--- src/rtl/wp_pkg.sv ---
package wp_pkg;

    localparam int LANE_W  = 9;
    localparam int LANES   = 4;
    localparam int PORT_W  = 2 * LANE_W;
    localparam int WORD_W  = LANES * LANE_W;
    localparam int SLOT_W  = $clog2(LANES);

    typedef enum logic { SZ_WORD = 1'b0, SZ_BYTE = 1'b1 } size_e;
    typedef enum logic { ORD_LITTLE = 1'b0, ORD_BIG = 1'b1 } order_e;

    typedef struct packed {
        size_e  size;
        order_e order;
    } cfg_t;

    typedef struct packed {
        logic [WORD_W-1:0] val;
        logic [WORD_W-1:0] mask;
    } piece_t;

    function automatic logic [SLOT_W-1:0] final_slot(cfg_t c);
        return (c.size == SZ_BYTE) ? SLOT_W'(LANES - 1) : SLOT_W'(LANES / 2 - 1);
    endfunction

    function automatic piece_t place(cfg_t c, logic [SLOT_W-1:0] slot,
                                     logic [PORT_W-1:0] d);
        piece_t p;
        int     pos;
        if (c.size == SZ_BYTE) begin
            pos    = (c.order == ORD_BIG) ? (LANES - 1 - int'(slot)) : int'(slot);
            p.val  = WORD_W'(d[LANE_W-1:0]) << (pos * LANE_W);
            p.mask = WORD_W'({LANE_W{1'b1}}) << (pos * LANE_W);
        end else begin
            pos    = (c.order == ORD_BIG) ? (1 - int'(slot[0])) : int'(slot[0]);
            p.val  = WORD_W'(d) << (pos * PORT_W);
            p.mask = WORD_W'({PORT_W{1'b1}}) << (pos * PORT_W);
        end
        return p;
    endfunction

endpackage

--- src/rtl/wp_cfg_latch.sv ---
module wp_cfg_latch
    import wp_pkg::*;
(
    input  logic clk,
    input  logic rst,
    input  logic size_in,
    input  logic order_in,
    output cfg_t cfg_q,
    output logic ready_q
);

    always_ff @(posedge clk) begin
        if (rst) begin
            cfg_q.size  <= size_e'(size_in);
            cfg_q.order <= order_e'(order_in);
            ready_q     <= 1'b0;
        end else begin
            ready_q     <= 1'b1;
        end
    end


    cfg_frozen_chk: assert property (@(posedge clk) disable iff (rst)
        !$past(rst) |-> $stable(cfg_q));

endmodule

--- src/rtl/wp_slot_ctr.sv ---
module wp_slot_ctr
    import wp_pkg::*;
(
    input  logic              clk,
    input  logic              rst,
    input  logic              accept,
    input  logic              is_last,
    input  cfg_t              cfg,
    output logic [SLOT_W-1:0] slot
);

    always_ff @(posedge clk) begin
        if (rst)
            slot <= '0;
        else if (accept)
            slot <= is_last ? '0 : slot + 1'b1;
    end


    slot_range_chk: assert property (@(posedge clk) disable iff (rst)
        slot <= final_slot(cfg));


    slot_step_chk: assert property (@(posedge clk) disable iff (rst)
        (accept && !is_last) |=> slot == $past(slot) + 1'b1);


    slot_hold_chk: assert property (@(posedge clk) disable iff (rst)
        !accept |=> $stable(slot));

endmodule

--- src/rtl/wp_assembler.sv ---
module wp_assembler
    import wp_pkg::*;
(
    input  logic              clk,
    input  logic              rst,
    input  logic              accept,
    input  logic              is_last,
    input  cfg_t              cfg,
    input  logic [SLOT_W-1:0] slot,
    input  logic [PORT_W-1:0] data,
    output logic [WORD_W-1:0] word
);

    logic [WORD_W-1:0] aux_q;
    piece_t            pc;

    always_comb begin
        pc   = place(cfg, slot, data);
        word = (aux_q & ~pc.mask) | pc.val;
    end

    always_ff @(posedge clk) begin
        if (rst)
            aux_q <= '0;
        else if (accept)
            aux_q <= is_last ? '0 : word;
    end


    aux_hold_chk: assert property (@(posedge clk) disable iff (rst)
        !accept |=> $stable(aux_q));

endmodule

--- src/rtl/narrow_wr_packer.sv ---
module narrow_wr_packer
    import wp_pkg::*;
(
    input  logic              clk,
    input  logic              rst,
    input  logic              size_byte,
    input  logic              order_big,
    input  logic              wr_en,
    input  logic [PORT_W-1:0] wr_data,
    output logic              in_ready,
    output logic              push,
    output logic [WORD_W-1:0] push_data,
    input  logic              fifo_full
);

    cfg_t              cfg;
    logic              ready_q;
    logic [SLOT_W-1:0] slot;
    logic              is_last;
    logic              accept;

    wp_cfg_latch u_cfg (
        .clk      (clk),
        .rst      (rst),
        .size_in  (size_byte),
        .order_in (order_big),
        .cfg_q    (cfg),
        .ready_q  (ready_q)
    );

    wp_slot_ctr u_slot (
        .clk     (clk),
        .rst     (rst),
        .accept  (accept),
        .is_last (is_last),
        .cfg     (cfg),
        .slot    (slot)
    );

    wp_assembler u_asm (
        .clk     (clk),
        .rst     (rst),
        .accept  (accept),
        .is_last (is_last),
        .cfg     (cfg),
        .slot    (slot),
        .data    (wr_data),
        .word    (push_data)
    );

    always_comb begin
        is_last  = (slot == final_slot(cfg));
        in_ready = ready_q && !(fifo_full && is_last);
        accept   = wr_en && in_ready;
        push     = accept && is_last;
    end


    push_room_chk: assert property (@(posedge clk) disable iff (rst)
        push |-> !fifo_full);


    ready_after_rst_chk: assert property (@(posedge clk) disable iff (rst)
        $past(rst) |-> slot == '0);


    push_restart_chk: assert property (@(posedge clk) disable iff (rst)
        push |=> slot == '0);

endmodule

--- config.mk ---
export PLATFORM = sky130hd
export DESIGN_NAME = narrow_wr_packer
export DESIGN_NICKNAME = d
export VERILOG_FILES = /design/src/rtl/wp_pkg.sv /design/src/rtl/wp_cfg_latch.sv /design/src/rtl/wp_slot_ctr.sv /design/src/rtl/wp_assembler.sv /design/src/rtl/narrow_wr_packer.sv
export SDC_FILE = /design/constraint.sdc
export NUM_CORES = 1
export LEC_CHECK = 0
export BUFFER_PORTS_ARGS = -buffer_cell sky130_fd_sc_hd__clkbuf_2
export CAP_MARGIN = 20
export CORE_ASPECT_RATIO = 1.75
export CORE_MARGIN = 10
export CORE_UTILIZATION = 45
export CTS_CLUSTER_DIAMETER = 30
export DETAILED_ROUTE_END_ITERATION = 8
export PLACE_DENSITY = 0.69
export SLEW_MARGIN = 20
export SYNTH_ARGS = -nofsm -noshare
export SYNTH_HDL_FRONTEND = slang
export SYNTH_SLANG_ARGS = --single-unit
--- constraint.sdc ---
create_clock -name clk -period 2.8 [get_ports clk]
set_input_delay 0.7 -clock clk [delete_from_list [all_inputs] [get_ports clk]]
set_output_delay 0.7 -clock clk [all_outputs]
set_load 0.005 [all_outputs]
### Word-level counts from Yosys, hierarchy flattened

Cells that the tools add are included.

| word-level totals | value |
|---|---|
| bits in registers | 41 |
| bits of input ports | 24 |
| output and inout port bits | 38 |
| logic and storage cells | 30 |

| operators by class | value |
|---|---|
| $add $sub $neg | 3 |
| $mul | 2 |
| equality and inequality tests | 1 |
| shift operators | 4 |
| muxes and demuxes | 7 |
| bitwise logic cells | 3 |
| reductions and logical operators | 5 |

Operators by type and width:

| kind | number |
|---|---|
| 72-bit two-way mux | 1 |
| 32-bit two-way mux | 2 |
| 36-bit AND | 1 |
| 36-bit two-way mux | 1 |
| 36-bit NOT | 1 |
| 36-bit OR | 1 |
| 18-bit by 32-bit left shift with 36-bit output | 1 |
| 18-bit by 32-bit left shift with 36-bit output, first input constant | 1 |
| 9-bit by 32-bit left shift with 36-bit output | 1 |
| 9-bit by 32-bit left shift with 36-bit output, first input constant | 1 |
| 32-bit by 5-bit multiplier with 31-bit output, second input constant | 1 |
| 32-bit by 5-bit multiplier with 32-bit output, second input constant | 1 |
| 1-bit logical AND | 4 |
| 2-bit two-way mux | 2 |
| 2-bit by 2-bit subtractor with 3-bit output, first input constant | 1 |
| 2-bit by 1-bit adder with 2-bit output, second input constant | 1 |
| 2-bit equality test | 1 |
| 1-bit by 1-bit subtractor with 2-bit output, first input constant | 1 |
| 1-bit logical NOT | 1 |
| 1-bit two-way mux | 1 |

### Longest topological paths before layout

Gate-level depths: netlist (run 1).

| depth | value |
|---|---|
| depth after elaboration | 9 |
| depth in mapped cells | 8 |
| mapped depth without buffers | 5 |

### Modules after synthesis

A second synthesis (run 1) with hierarchy kept.

| second synthesis, totals | value |
|---|---|
| cell total of the unflattened synthesis | 288 |
| area, all modules | 2596.2 µm² |

By module, submodules not included:

| module | times used | cells an instance | area an instance (µm²) | sequential area each (µm²) |
|---|---|---|---|---|
| wp_assembler | 1 | 267 | 2346.0 | 720.7 |
| wp_slot_ctr | 1 | 9 | 95.1 | 40.0 |
| wp_cfg_latch | 1 | 4 | 83.8 | 80.1 |
| narrow_wr_packer | 1 | 8 | 71.3 | 0.0 |

### Least setup slack after synthesis (run 1)

OpenSTA, ideal clock, no wires.

| timing path | value |
|---|---|
| path kind | flip-flop to output port |
| start | register u_cfg.cfg_q[0] (netlist name) |
| end | output push_data[6] |
| arrival time | 1.530 ns |
| data required time | 2.100 ns |
| slack | 0.570 ns |
| cell stages (with the launch flop) | 5 |
| buffers on the path | 1 |
| path through | edfxtp_1 buf_4 xnor2_1 o21ai_0 a221oi_1 |

| between the ends | value |
|---|---|
| cells in the longest elaborated chain, start to end | 7 |
| elaborated cells on any way between the ends | 12 |
| classes of those cells | mul (2); shift (4); mux (3); bitwise (3) |

Ends and longest elaborated chain:

| item | line | text |
|---|---|---|
| from (decl) | wp_cfg_latch.sv:8 | `output cfg_t cfg_q,` |
| 32-bit two-way mux (on tied branches) | wp_pkg.sv:35, wp_pkg.sv:31 |  |
| 32-bit by 5-bit multiplier with 31-bit output or 32-bit by 5-bit multiplier with 32-bit output (tied branches) | -- |  |
| 18-bit by 32-bit left shift with 36-bit output or 9-bit by 32-bit left shift with 36-bit output (tied branches) | wp_pkg.sv:37, wp_pkg.sv:33 |  |
| 72-bit two-way mux (*) | wp_pkg.sv:30 | `if (c.size == SZ_BYTE) begin` |
| 36-bit NOT | wp_assembler.sv:19 | `word = (aux_q & ~pc.mask) \| pc.val;` |
| 36-bit AND | wp_assembler.sv:19 |  |
| 36-bit OR (*) | wp_assembler.sv:19 |  |
| to (decl) | narrow_wr_packer.sv:12 | `output logic [WORD_W-1:0] push_data,` |

Mark *: on every way between the ends. The rest lies on a longest branch, timed or not.

### Final worst setup path (run 1)

| timing path | value |
|---|---|
| start | register u_cfg.cfg_q[1] (netlist name) |
| end | output push_data[30] |

| between the ends | value |
|---|---|
| cells in the longest elaborated chain, start to end | 4 |

Ends and longest elaborated chain:

| item | line |
|---|---|
| 72-bit two-way mux (*) | wp_pkg.sv:30 |
| 36-bit NOT | wp_assembler.sv:19 |
| 36-bit AND | wp_assembler.sv:19 |
| 36-bit OR (*) | wp_assembler.sv:19 |

Marks and branches as above.

==> results.toml, run 1 <==
[floorplan]
io-pin-count = 62
core_area_um2 = 5590
die_w_um = 77.5
die_area_um2 = 9360
die_h_um = 121
start_util_pct = 46.7
row_count = 36

[place]
dp_slack_ns = 0.309
io_buffer_count = 61
dp.cells = 438
gp_congestion = 0.905
dp_hpwl_um = 5900

[logic_synthesis]
synthArstFlopShare_pct = 0
synth_area_um2 = 2610
postSynthAreaPerCell_um2 = 8.33
synthFlopType = "dfxtp_1"
syn_nets = 337
synth-seq-area-share_pct = 32.3
synth-edff-count = 2
yosys_warnings = 0
synthCells = 313
synth-seq-cells = 41
synth_cell_type_count = 54

[timing]
fin_crit_sh_pct = 97.9
slew_headroom_pct = 66.2
setup-violations-final = 0
hold_viol_final = 0
final.setup.worst_slack_ns = 0.0580
rsz0062_at_grt = "true"
setup_tns_ns = 0
fin_skew_ns = 0.00698
final-max-slew-violation-count = 0
final.min_clock_period_ns = 2.74
fmax_mhz = 365
worst_slew_pin_slew_ns = 0.505

[job]
max-cap-violations = 0

[detailed_routing]
drt_pass1_iterations = 4
antenna_left = 0
via_per_inst = 5.92
drt_iter0_markers = 255
wl_um = 8150
wl_per_cell_um = 18.1
post-route-drc-count = 0
routed-via-count = 2663

[clock_network]
cts_buffer_depth = 2
cts_tree = "done"
clock_latency_ns = 0.31
cts_max_level = 2
cts.clk_slew.worst_paths_ns = 0.09
cts_root_buf = "clkbuf_8"
cts_made_buffers = 5
clock-sinks = 41

[critical_path]
worstPathRequired_ns = 2.10
crit_fanout = 47
critPathLaunchType = "flop"
worstSetupEndpointType = "output port"
crit_arrival_ns = 2.04
critPathKind = "flop to output port"

[grt]
grt-ovfl-total = 0
grt_pass1_wl_um = 13000
track_usage_pct = 16.9
grt_max_degree = 48
antenna_found_initial = 0
grt_pass1_vias = 2593

[pwr]
irDropWorstVdd_mv = 0.241
leakage_nw = 1.36
powerDensity_nw_per_um2 = 495
fin_total_pwr_mw = 1.59

[finish]
final_cell_mix = "61 x clkbuf_2, 39 x nand2_1, 38 x dfxtp_1"
final_common_cell = "clkbuf_2"
area_growth_pct = 22.9
diodes = 0
drive_gt1_share_pct = 30.2
final_nets = 397
utilization_pct = 57.3
final_cells = 450

[hold_path]
hp-class = "flop to flop"

[outcome]
status = "finished clean"
## cells in the mapped netlist, drive strengths merged, types with 3 or more instances
cell type	number	share of area (%)
mux2	10	4.3
a211oi	4	1.2
xnor2	4	1.3
nor3	11	2.3
nor2	26	3.7
o21a	7	2.0
buf	18	3.7
a22oi	6	1.7
o22ai	4	0.96
a221oi	4	1.6
nor2b	3	0.72
o2bb2ai	11	3.7
and2	4	0.96
a22o	29	9.7
a31oi	3	0.72
nand2b	4	0.96
dfxtp	39	30
nand2	39	5.6
clkbuf	8	1.2
mux2i	5	1.9
nand3	5	0.96
inv	5	0.72
a32o	3	1.2
a21o	4	1.2
o21ai	13	2.5
a32oi	4	1.3
a21oi	10	1.9
## kinds of logic after synthesis
logic type	synth area share (%)
buffers and inverters	5.62
and+or+nand+nor	17.8
xor gates and xnor gates	1.97
AOI/OAI and AO/OA	36.1
DFF	32.3
muxes	6.24
## power breakdown
| part | switching (mW) | internal, mW |
|---|---|---|
| clock | 0.226 | 0.173 |
| sequential | 0.0272 | 0.617 |
| combinational | 0.302 | 0.241 |
## state kept, by name, indices dropped and copies added, names as in the netlist
name,count
u_asm.aux_q,36
u_slot.slot,2
u_cfg.ready_q,1
u_cfg.cfg_q,2
## through the flow
stage	hold WS (ns)	instance area, um2
6_report	0.468	3200
5_1_grt	0.488	3200
4_1_cts	0.471	3090
3_5_place_dp	0.451	3000
3_3_place_gp	0.444	3000
2_1_floorplan	0.432	2610
## what timing repair did
action,in CTS,in global routing
pin swaps,0,3
gates cloned,0,1
setup buffers,1,2
resized for setup,2,23
hold buffers,0,0
endpoints found under the setup margin,21,29
## worst max-delay path, cell delays in order (launching register included)
cell,delay [ns]
edfxtp_1,0.38
buf_12,0.23
inv_1,0.28
nand3_1,0.21
a21oi_1,0.08
or3b_1,0.41
clkbuf_2,0.13
## worst paths after layout
path | startpoint | to | slack [ns] | cells past startpoint
max reg2reg | u_slot.slot[1]$_SDFFE_PP0P_ | u_asm.aux_q[18]$_SDFFE_PP0P_ | 0.51 | 6
min | u_asm.aux_q[15]$_SDFFE_PP0P_ | u_asm.aux_q[15]$_SDFFE_PP0P_ | 0.47 | 1
min reg2reg | u_asm.aux_q[15]$_SDFFE_PP0P_ | u_asm.aux_q[15]$_SDFFE_PP0P_ | 0.47 | 1
max | u_cfg.cfg_q[1]$_DFFE_PP_ | push_data[30] | 0.06 | 6
## layout make-up
| cell class | instances | area (um2) |
|---|---|---|
| Fill cell | 579 | 2380 |
| Inverter | 5 | 18.8 |
| Clock buffer | 5 | 68.8 |
| Multi-Input combinational cell | 242 | 1710 |
| Clock inverter | 3 | 16.3 |
| Timing Repair Buffer | 78 | 453 |
| Sequential cell | 41 | 842 |
| Tap cell | 76 | 95.1 |
## metal layers
| layer | track usage [%] | wire [um] | share of wire [%] | vias up |
|---|---|---|---|---|
| met5 | 0 | 0 | 0 | - |
| met3 | 4.30 | 454 | 5.6 | 16 |
| met1 | 18.5 | 3280 | 40 | 1261 |
| li1 | - | - | - | 1310 |
| met4 | 8.37 | 206 | 2.5 | 0 |
| met2 | 29.5 | 4210 | 52 | 76 |
Power figures use the tool's default switching activity.
==> run 2: changes to the inputs <==
CELL_PAD_IN_SITES_DETAIL_PLACEMENT = 1   (was default)
CELL_PAD_IN_SITES_GLOBAL_PLACEMENT = 1   (was default)
CORE_MARGIN = 3   (was 10)
CORE_UTILIZATION = 39   (was 45)
PLACE_DENSITY = default   (was 0.69)
PLACE_DENSITY_LB_ADDON = 0.1   (was default)
SLEW_MARGIN = default   (was 20)
==> results.toml, run 2 (synthesis gave the netlist of run 1 again) <==
[outcome]
status = "finished clean"

[finish]
final_cell_mix = "62 x clkbuf_2, 39 x nand2_1, 38 x dfxtp_1"
final_common_cell = "clkbuf_2"
reg_top3 = "u_asm.aux_q (36), u_cfg.cfg_q (2), u_slot.slot (2)"
final_cells = 460
largest_register = "u_asm.aux_q"
area_growth_pct = 22.5
largest_register_ff_count = 36
final_nets = 403
diodes = 0
drive_gt1_share_pct = 29.2

[timing]
fin_hold_ws_ns = 0.472
final.min_clock_period_ns = 2.72
setup-violations-final = 0
worst_slew_pin_slew_ns = 0.495
fin_crit_sh_pct = 97.3
slew_headroom_pct = 66.9
final.setup.worst_slack_ns = 0.0765
fmax_mhz = 367
rsz0062_at_grt = "true"
hold_viol_final = 0
setup_tns_ns = 0
fin_skew_ns = 0.00767
final-max-slew-violation-count = 0

[floorplan]
io-pin-count = 62
die_h_um = 114
start_util_pct = 41.2
die_area_um2 = 7740
core_area_um2 = 6320
die_w_um = 67.8
row_count = 38

[place]
dp_slack_ns = 0.219
io_buffer_count = 61
dp_hpwl_um = 6620
dp.cells = 448
gp_congestion = 0.821

[critical_path]
worstSetupEndpointType = "output port"
crit_fanout = 8
worstPathRequired_ns = 2.10
crit_arrival_ns = 2.02
critPathLaunchType = "flop"
critPathKind = "flop to output port"

[detailed_routing]
antenna_left = 0
drt_pass1_iterations = 4
wl_um = 8930
drt_iter0_markers = 134
via_per_inst = 6.01
wl_per_cell_um = 19.4
routed-via-count = 2764
post-route-drc-count = 0

[hold_path]
hp-class = "flop to flop"

[clock_network]
cts_max_level = 2
cts_tree = "done"
cts_buffer_depth = 2
cts_made_buffers = 5
holdBufCountCts = 0
cts_root_buf = "clkbuf_8"
clock-sinks = 41
cts.clk_slew.worst_paths_ns = 0.10
clock_latency_ns = 0.30

[grt]
grt_pass1_wl_um = 14300
grt_max_degree = 29
grt-ovfl-total = 0
track_usage_pct = 24.2
grt_pass1_vias = 2817
antenna_found_initial = 0

[job]
max-cap-violations = 0

[pwr]
leakage_nw = 1.37
powerDensity_nw_per_um2 = 502
irDropWorstVdd_mv = 0.310
[run 2: routing by layer]
metal / global-route usage [%] / up-vias / part of all wire (%)
li1: - / 1313 / -
met1: 28.7 / 1371 / 40
met2: 44.4 / 66 / 55
met3: 2.95 / 14 / 3.9
met4: 6.37 / 0 / 1.4
met5: 0 / - / 0
[run 2: critical path: stages, from the launching register on]
cell	delay, ns
edfxtp_1	0.49
buf_4	0.22
nand2_1	0.22
a2bb2oi_4	0.29
mux2_2	0.38
clkbuf_2	0.11
[run 2: what timing repair did]
action,4_1_cts,5_1_grt
endpoints found under the setup margin,25,31
gates resized for setup,4,10
setup buffers,3,1
[run 2: metrics by stage]
step                      util [%]  total power [mW]  instance area [um2]
after floorplan                  -             0.971                 2610
after global placement        48.0              1.17                 3030
after detailed placement      48.0              1.18                 3030
after CTS                     50.0              1.61                 3160
after global routing          50.5              1.69                 3190
final                         50.5              1.60                 3190
[run 2: final cells by class]
class / instances / area, um2
Fill cell: 788 / 3130
Multi-Input combinational cell: 241 / 1650
Sequential cell: 41 / 842
Timing Repair Buffer: 85 / 487
Tap cell: 80 / 100
Clock buffer: 5 / 68.8
Clock inverter: 3 / 22.5
Inverter: 5 / 18.8
[run 2: power breakdown]
part	switching (mW)	total, mW	internal [mW]
clock network	0.240	0.415	0.175
logic	0.305	0.545	0.239
registers	0.0257	0.643	0.617
total	0.571	1.60	1.03
[run 2: worst paths after layout]
kind                                                    from                      endpoint  slack [ns]  cells past startpoint
worst min register to register  u_asm.aux_q[11]$_SDFFE_PP0P_  u_asm.aux_q[11]$_SDFFE_PP0P_        0.47                      1
worst max register to register   u_slot.slot[1]$_SDFFE_PP0P_  u_asm.aux_q[19]$_SDFFE_PP0P_        0.67                      6
worst min-delay path            u_asm.aux_q[11]$_SDFFE_PP0P_  u_asm.aux_q[11]$_SDFFE_PP0P_        0.47                      1
worst max-delay path                u_cfg.cfg_q[0]$_DFFE_PP_                  push_data[2]        0.08                      5
==> run 3: changes to the inputs <==
CORE_UTILIZATION = 35   (was 39)
==> results.toml, run 3 (synthesis gave the netlist of run 1 again) <==
[clock_network]
cts_made_buffers = 5
cts_tree = "done"
clock-sinks = 41
cts.clk_slew.worst_paths_ns = 0.06
cts_buffer_depth = 2
cts_root_buf = "clkbuf_16"
cts_max_level = 2
clock_latency_ns = 0.29

[critical_path]
critPathKind = "flop to output port"
crit_fanout = 33
cp_cell_sequence = "buf_12 -> nor2_1 -> a21oi_1 -> a21o_2 -> mux2_1 -> clkbuf_2"
critPathLaunchType = "flop"
worstSetupEndpointType = "output port"
crit_start = "u_cfg.cfg_q[0]$_DFFE_PP_"
crit_buf_inv = 2
crit_family = "flip-flops"
worst_path_largest_cell_delay_ns = 0.41
crit_arrival_ns = 2.01
worstPathRequired_ns = 2.10
cp_slowest_cell = "edfxtp_1"
r2r_cells = 8
r2r_start = "u_cfg.cfg_q[1]$_DFFE_PP_"
cp.depth = 6

[hold_path]
hold_start = "u_asm.aux_q[13]$_SDFFE_PP0P_"
holdPathStages = 1
hp-class = "flop to flop"

[floorplan]
io-pin-count = 62
die_area_um2 = 8560
row_count = 41
die_w_um = 71.2
start_util_pct = 36.0
die_h_um = 120
core_area_um2 = 7230

[finish]
final_cells = 465
final_cell_mix = "61 x clkbuf_2, 39 x nand2_1, 39 x dfxtp_1"
diodes = 0
largest_register = "u_asm.aux_q"
area_growth_pct = 26.9
drive_gt1_share_pct = 28.2
reg_top3 = "u_asm.aux_q (36), u_cfg.cfg_q (2), u_slot.slot (2)"
largest_register_ff_count = 36
final_nets = 402
final_common_cell = "clkbuf_2"

[detailed_routing]
routed-via-count = 2776
drt_pass1_iterations = 6
via_per_inst = 5.97
antenna_left = 0
post-route-drc-count = 0
wl_um = 9040
wl_per_cell_um = 19.4
drt_iter0_markers = 208

[timing]
hold_viol_final = 0
fmax_mhz = 369
final.min_clock_period_ns = 2.71
rsz0062_at_grt = "true"
fin_crit_sh_pct = 96.8
fin_skew_ns = 0.00299
setup-violations-final = 0
worst_slew_pin_slew_ns = 0.524
final-max-slew-violation-count = 0
fin_hold_ws_ns = 0.467
slew_headroom_pct = 64.9
final.setup.worst_slack_ns = 0.0896

[pwr]
leakage_nw = 1.43
powerDensity_nw_per_um2 = 582
irDropWorstVdd_mv = 0.279

[place]
gp_congestion = 0.771
io_buffer_count = 61
dp_hpwl_um = 6580
dp_slack_ns = 0.276
dp.cells = 453

[grt]
grt_pass1_wl_um = 14900
grt_max_degree = 35
antenna_found_initial = 0
track_usage_pct = 22.1
grt_pass1_vias = 2903
grt-ovfl-total = 0

[outcome]
status = "finished clean"

[job]
max-cap-violations = 0
==> run 3: cell types whose count changed in the layout (fill, tap and decap cells not counted), sizes merged <==
cell,before,now
clkinv,0,1
bufinv,0,1
clkinvlp,3,0
==> run 3: stage by stage <==
step                      power, mW  setup TNS (ns)  util, %  cell area [um2]
after floorplan               0.971               0        -             2610
after global placement         1.18               0     42.3             3060
after detailed placement       1.19               0     42.3             3060
after CTS                      1.94               0     45.5             3290
after global routing           2.02         -0.0800     45.7             3310
final                          1.92               0     45.7             3310
==> run 3: cell type report <==
| type | count | area [um2] |
|---|---|---|
| repair buffers | 84 | 503 |
| multi-input cells | 241 | 1650 |
| clock inverters | 2 | 35.0 |
| well taps | 86 | 108 |
| fillers | 906 | 3930 |
| inverters | 5 | 18.8 |
| flip-flops and latches | 41 | 841 |
| clock buffers | 6 | 150 |
==> run 3: timing repair <==
item / in CTS / in global routing
endpoints found under the hold margin: 0 / 0
setup endpoints to repair: 9 / 22
hold buffers: 0 / 0
setup buffers: 4 / 0
resized for setup: 2 / 5
==> run 3: worst register-to-register path: stages, from the launching register on <==
cell and delay, ns:
edfxtp_1 0.42, buf_4 0.17, buf_4 0.14, buf_4 0.14
xnor2_1 0.15, and2_1 0.20, or3_1 0.56, nor2_1 0.38
a22o_1 0.21
==> run 3: worst paths after layout <==
| kind | endpoint | slack, ns |
|---|---|---|
| worst max-delay path | push_data[25] | 0.09 |
| worst min-delay path | u_asm.aux_q[13]$_SDFFE_PP0P_ | 0.47 |
| worst max register to register | u_asm.aux_q[18]$_SDFFE_PP0P_ | 0.36 |
| worst min register to register | u_asm.aux_q[13]$_SDFFE_PP0P_ | 0.47 |
==> run 3: layer usage <==
| layer | track usage [%] | up-vias | part of all wire [%] |
|---|---|---|---|
| met2 | 37.2 | 64 | 52 |
| li1 | - | 1314 | - |
| met1 | 27.1 | 1376 | 41 |
| met4 | 10.4 | 0 | 3.5 |
| met3 | 3.19 | 22 | 3.2 |
| met5 | 0 | - | 0 |
==> run 3: report_power, final <==
part           internal (mW)  leakage [nW]  switching, mW
Clock                  0.474        0.0920          0.258
Combinational          0.245          1.00          0.308
Sequential             0.617         0.336         0.0212
